File: src/rtl/xbus_rd_pkg.sv
package xbus_rd_pkg;

    localparam int XB_AW = 24;
    localparam int XB_DW = 16;

    typedef enum logic [2:0] {
        ST_IDLE,
        ST_ADDR,
        ST_SUSPEND,
        ST_REQ_BUS,
        ST_RESUME,
        ST_XFER0,
        ST_XFER1,
        ST_DONE
    } xrd_state_e;

    typedef struct packed {
        logic cs;      // chip select asserted (bus owned)
        logic breq;    // request / hold the system bus
        logic cap_lo;  // first (or only) data capture
        logic cap_hi;  // second data capture of a word
        logic done;    // completion pulse to CPU
    } xrd_ctl_t;

    function automatic int lane_bits(input int dw);
        return (dw / 8 > 1) ? $clog2(dw / 8) : 1;
    endfunction

    function automatic xrd_ctl_t decode_ctl(input xrd_state_e st);
        xrd_ctl_t c;
        c = '0;
        unique case (st)
            ST_ADDR:    begin c.cs = 1'b1; c.breq = 1'b1; end
            ST_REQ_BUS: c.breq = 1'b1;
            ST_RESUME:  begin c.cs = 1'b1; c.breq = 1'b1; end
            ST_XFER0:   begin c.cs = 1'b1; c.breq = 1'b1; c.cap_lo = 1'b1; end
            ST_XFER1:   begin c.cs = 1'b1; c.breq = 1'b1; c.cap_hi = 1'b1; end
            ST_DONE:    c.done = 1'b1;
            default:    c = '0;
        endcase
        return c;
    endfunction

endpackage

File: src/rtl/xbus_rd_fsm.sv
module xbus_rd_fsm
    import xbus_rd_pkg::*;
(
    input  logic       clk,
    input  logic       rst,
    input  logic       cpu_req,
    input  logic       byte_mode,
    input  logic       bus_gnt,
    input  logic       xb_ready,
    output logic       idle,
    output xrd_ctl_t   ctl
);

    xrd_state_e state_q, state_d;
    logic       resumed_q, resumed_d;

    always_comb begin
        state_d   = state_q;
        resumed_d = resumed_q;
        unique case (state_q)
            ST_IDLE: if (cpu_req) begin
                state_d   = ST_REQ_BUS;
                resumed_d = 1'b0;
            end
            ST_REQ_BUS: if (bus_gnt) begin
                state_d = resumed_q ? ST_RESUME : ST_ADDR;
            end
            ST_ADDR: begin
                state_d   = ST_SUSPEND;
                resumed_d = 1'b1;
            end
            ST_SUSPEND: if (xb_ready) state_d = ST_REQ_BUS;
            ST_RESUME:  state_d = ST_XFER0;
            ST_XFER0:   state_d = byte_mode ? ST_DONE : ST_XFER1;
            ST_XFER1:   state_d = ST_DONE;
            ST_DONE:    state_d = ST_IDLE;
            default:    state_d = ST_IDLE;
        endcase
    end

    always_ff @(posedge clk) begin
        if (rst) begin
            state_q   <= ST_IDLE;
            resumed_q <= 1'b0;
        end else begin
            state_q   <= state_d;
            resumed_q <= resumed_d;
        end
    end

    assign idle = (state_q == ST_IDLE);
    assign ctl  = decode_ctl(state_q);

endmodule

File: src/rtl/xbus_rd_capture.sv
module xbus_rd_capture #(
    parameter int DW = xbus_rd_pkg::XB_DW,
    localparam int WW = 2 * DW,
    localparam int LANES = DW / 8,
    localparam int LB = xbus_rd_pkg::lane_bits(DW)
) (
    input  logic          clk,
    input  logic          rst,
    input  logic          byte_mode,
    input  logic [LB-1:0] lane_sel,
    input  logic          cap_lo,
    input  logic          cap_hi,
    input  logic [DW-1:0] din,
    output logic [WW-1:0] rdata
);

    logic [7:0] lane_w [LANES];
    logic [7:0] byte_val;

    for (genvar g = 0; g < LANES; g++) begin : g_lane
        assign lane_w[g] = din[g*8 +: 8];
    end

    assign byte_val = lane_w[lane_sel];

    always_ff @(posedge clk) begin
        if (rst) begin
            rdata <= '0;
        end else if (cap_lo) begin
            if (byte_mode) rdata <= {{(WW-8){1'b0}}, byte_val};
            else           rdata <= {{DW{1'b0}}, din};
        end else if (cap_hi) begin
            rdata[WW-1:DW] <= din;
        end
    end

endmodule

File: src/rtl/xbus_rd_seq.sv
module xbus_rd_seq
    import xbus_rd_pkg::*;
#(
    parameter int AW = XB_AW,
    parameter int DW = XB_DW,
    localparam int WW = 2 * DW,
    localparam int LB = lane_bits(DW)
) (
    input  logic          clk,
    input  logic          rst,
    input  logic          cpu_req,
    input  logic [AW-1:0] cpu_addr,
    input  logic          cpu_byte,
    output logic          cpu_done,
    output logic [WW-1:0] cpu_rdata,
    output logic          bus_req,
    input  logic          bus_gnt,
    output logic          xb_cs_n,
    output logic [AW-1:0] xb_addr,
    output logic          xb_addr_oe,
    input  logic          xb_ready,
    input  logic [DW-1:0] xb_din
);

    logic          idle;
    xrd_ctl_t      ctl;
    logic [AW-1:0] addr_q;
    logic          byte_q;

    always_ff @(posedge clk) begin
        if (rst) begin
            addr_q <= '0;
            byte_q <= 1'b0;
        end else if (idle && cpu_req) begin
            addr_q <= cpu_addr;
            byte_q <= cpu_byte;
        end
    end

    xbus_rd_fsm u_fsm (
        .clk       (clk),
        .rst       (rst),
        .cpu_req   (cpu_req),
        .byte_mode (byte_q),
        .bus_gnt   (bus_gnt),
        .xb_ready  (xb_ready),
        .idle      (idle),
        .ctl       (ctl)
    );

    xbus_rd_capture #(.DW(DW)) u_cap (
        .clk       (clk),
        .rst       (rst),
        .byte_mode (byte_q),
        .lane_sel  (addr_q[LB-1:0]),
        .cap_lo    (ctl.cap_lo),
        .cap_hi    (ctl.cap_hi),
        .din       (xb_din),
        .rdata     (cpu_rdata)
    );

    assign bus_req    = ctl.breq;
    assign xb_cs_n    = ~ctl.cs;
    assign xb_addr_oe = ctl.cs;
    assign xb_addr    = ctl.cs ? addr_q : '0;
    assign cpu_done   = ctl.done;

endmodule

File: config.mk
export PLATFORM = sky130hd
export DESIGN_NAME = xbus_rd_seq
export DESIGN_NICKNAME = d
export VERILOG_FILES = /design/src/rtl/xbus_rd_pkg.sv /design/src/rtl/xbus_rd_fsm.sv /design/src/rtl/xbus_rd_capture.sv /design/src/rtl/xbus_rd_seq.sv
export SDC_FILE = /design/constraint.sdc
export NUM_CORES = 1
export LEC_CHECK = 0
export ABC_CLOCK_PERIOD_IN_PS = 1800
export CORE_ASPECT_RATIO = 1.4
export CORE_UTILIZATION = 59
export CTS_BUF_LIST = sky130_fd_sc_hd__clkbuf_8
export DETAILED_ROUTE_END_ITERATION = 7
export DONT_BUFFER_PORTS = 1
export PLACE_DENSITY = 0.86
export RECOVER_POWER = 25
export SKIP_CTS_REPAIR_TIMING = 1
export SYNTH_ARGS = -nofsm -noshare
export SYNTH_HDL_FRONTEND = slang
export SYNTH_SLANG_ARGS = --single-unit
File: constraint.sdc
create_clock -name clk -period 1.8 [get_ports clk]
set_clock_uncertainty 0.2 [all_clocks]
set_input_delay 0.36 -clock clk [delete_from_list [all_inputs] [get_ports clk]]
set_output_delay 0.36 -clock clk [all_outputs]
set_load 0.02 [all_outputs]
==> metrics <==
result of the run complete, but fails checks; violations in the final reports negative hold slack, negative setup slack; hold slack -113 ps; Achievable Freq 0.509 GHz; sequential fraction of the synthesis area 0.430; synthesized-area fraction occupied by ao, oa, aoi and oai cells 0.164; post-detailed-route DRC marker count 0; YS warnings 0; combinational family with the most area after synthesis simple AND/OR/NAND/NOR gates; relative area change from synthesis to final layout 14.8%; type of the most critical hold path in -> reg; Largest stage delay, worst path 340 ps; Max Buffers Root-to-Sink 2; chip height 84.1 microns; leakage power total 1.26 nW; clock tree from TritonCTS yes; Setup TNS Final -3530 ps; routed len/inst 16.8 microns; DPL Wire Length 4550 microns; adder-cell area share of the yosys netlist 0.00440; number of global-route vias before repair 2286; max-slew violation total from the final report 0; number of buffers added by the clock tree synthesis step 9; Core ar. 0.00457 sq mm; htree depth 3; Critical Path Start Type flip-flop; die width 60.7 microns; Crit path arrival time 1400 ps; number of distinct standard cells referenced by the synthesized netlist 33; final estimated routing congestion in global placement 0.755; share of flip-flops with an asynchronous set or reset 0; final setup fails 27; pin count of the biggest net entering global routing 61; number of enable-type register cells in the synthesized netlist 0; average footprint of a synthesized cell 7.81 sq um; max-capacitance violation count 0; sequence of cells on the critical path buf_6, a21oi_4, clkbuf_16, and2_2; Diodes inserted 0; number of placed I/O pins 106; Clk Latency, worst-skew pair 330 ps; number of detailed-route iterations in the first pass 4; Max Fanout on Critical Path 7; endpoint class of the critical path output pin; setup repair after global routing missed its margin yes; vias 2500; xor and xnor fraction of the mapped netlist area 0; slew of the pin with the lowest slew margin 371 ps; total power divided by cell area 968 mW/mm^2; layout cell share with drive strength beyond 1 0.186; clock slew seen by the registers of the worst setup and hold paths 60 ps; Hold Fails Final Rpt 59; Syn Inst Count 364; area fraction in and, or, nand and nor cells after synthesis 0.332; portion of netlist area occupied by mux cells 0; highest-count cells in the layout ignoring fill and taps 85 x nand2_1, 58 x dfxtp_1, 50 x a21oi_1, 17 x and3_1; Final Routed Wirelength 7170 microns; synthesized netlist net count 411; IO Port Bufs 0; first-pass GRT wire length 10300 microns; Final Power 3.16 mW; part of the cycle the worst path needs 1.09; global-route congestion overflow total 0; PnR worst setup slack -164 ps; cell at the root of the clock tree clkbuf_8; initial antenna violation count 0; count of nets left with antenna violations after detail routing 0; commonest non-fill, non-tap cell in the layout nand2_1; type of the setup path with the least slack reg -> out; required arrival time at the worst endpoint 1240 ps; Final Net Count 408; cell with the biggest individual delay on the critical path dfxtp_2; global-route total usage across every layer 0.275; Most used DFF post-synth dfxtp_1; peak supply drop 0.680 mV; per-cell via count in the routed design 5.84; Die Area 0.00510 sq mm; area of the mapped netlist 0.00284 sq mm; post-layout min period 1960 ps; number of synthesized register bits 61; number of clock sinks 61; initial core utilization 0.622; number of cell rows 29; drt initial violations 316; Max-Slew Margin vs Limit 0.752
power breakdown:
group          internal [mW]  total, mW  switching (mW)
clock                  0.762       1.28           0.517
sequential              1.40       1.44          0.0416
combinational          0.195      0.434           0.239
state kept, by name (all words and copies together), names as in the netlist:
register / flops
u_fsm.state_q: 3
u_cap.rdata: 32
u_fsm.resumed_q: 1
byte_q: 1
addr_q: 24
synth_stat cells, drive strengths merged, types with 2 or more instances:
cell | count | area [sq um]
nor4b | 2 | 32.5
nand2b | 4 | 25.0
nand3 | 9 | 45.0
and3 | 18 | 113
dfxtp | 61 | 1220
clkbuf | 15 | 56.3
nor2 | 11 | 41.3
nor2b | 16 | 100
inv | 3 | 11.3
and2 | 24 | 150
nand2 | 85 | 319
a311oi | 9 | 78.8
nand3b | 9 | 67.6
buf | 18 | 130
o21ai | 17 | 85.1
a21oi | 52 | 268
layout make-up:
cell class                      count  area, sq um
Multi-Input combinational cell    267         1490
Fill cell                         373         1310
Sequential cell                    61         1230
Timing Repair Buffer               19          244
Clock buffer                        9          124
Clock inverter                      7         82.6
Tap cell                           62         77.6
Inverter                            3         11.3
path summary, 6_finish.rpt:
check | from | endpoint | slack [ps] | cells past startpoint
worst max-delay path | u_fsm.state_q[0] | xb_addr[22] | -160 | 4
worst min-delay path | rst | addr_q[9] | -110 | 1
worst max register to register | u_fsm.state_q[0] | addr_q[15] | 130 | 5
worst min register to register | addr_q[20] | addr_q[20] | 240 | 2
routing by layer:
layer / up-vias / part of all wire / track usage
met5: - / 0 / 0
met4: 0 / 0.042 / 0.171
met3: 26 / 0.094 / 0.118
met2: 115 / 0.51 / 0.438
met1: 1144 / 0.35 / 0.287
li1: 1215 / - / -
cells by family after synthesis:
logic type                 count (synthesis)
DFF                                       61
and+or+nand+nor                          184
buffers and inverters                     36
AOI/OAI and AO/OA                         82
adders and majority gates                  1
worst max-delay path: cells and delay by family (launching register included):
family | cells | cell delay [ps]
compound gates | 1 | 210
buf+inv | 2 | 320
flops | 1 | 340
simple gates | 1 | 210
metrics by stage:
step	setup slack (ps)	hold slack [ps]	std cells	area, sq um	utilization
2_1_floorplan	-58.1	232	364	2850	-
3_3_place_gp	154	231	408	2900	0.635
3_5_place_dp	112	232	408	2900	0.635
4_1_cts	-224	-128	424	3110	0.680
5_1_grt	-197	-129	428	3260	0.713
6_report	-164	-113	428	3260	0.713
Power figures use the tool's default switching activity.
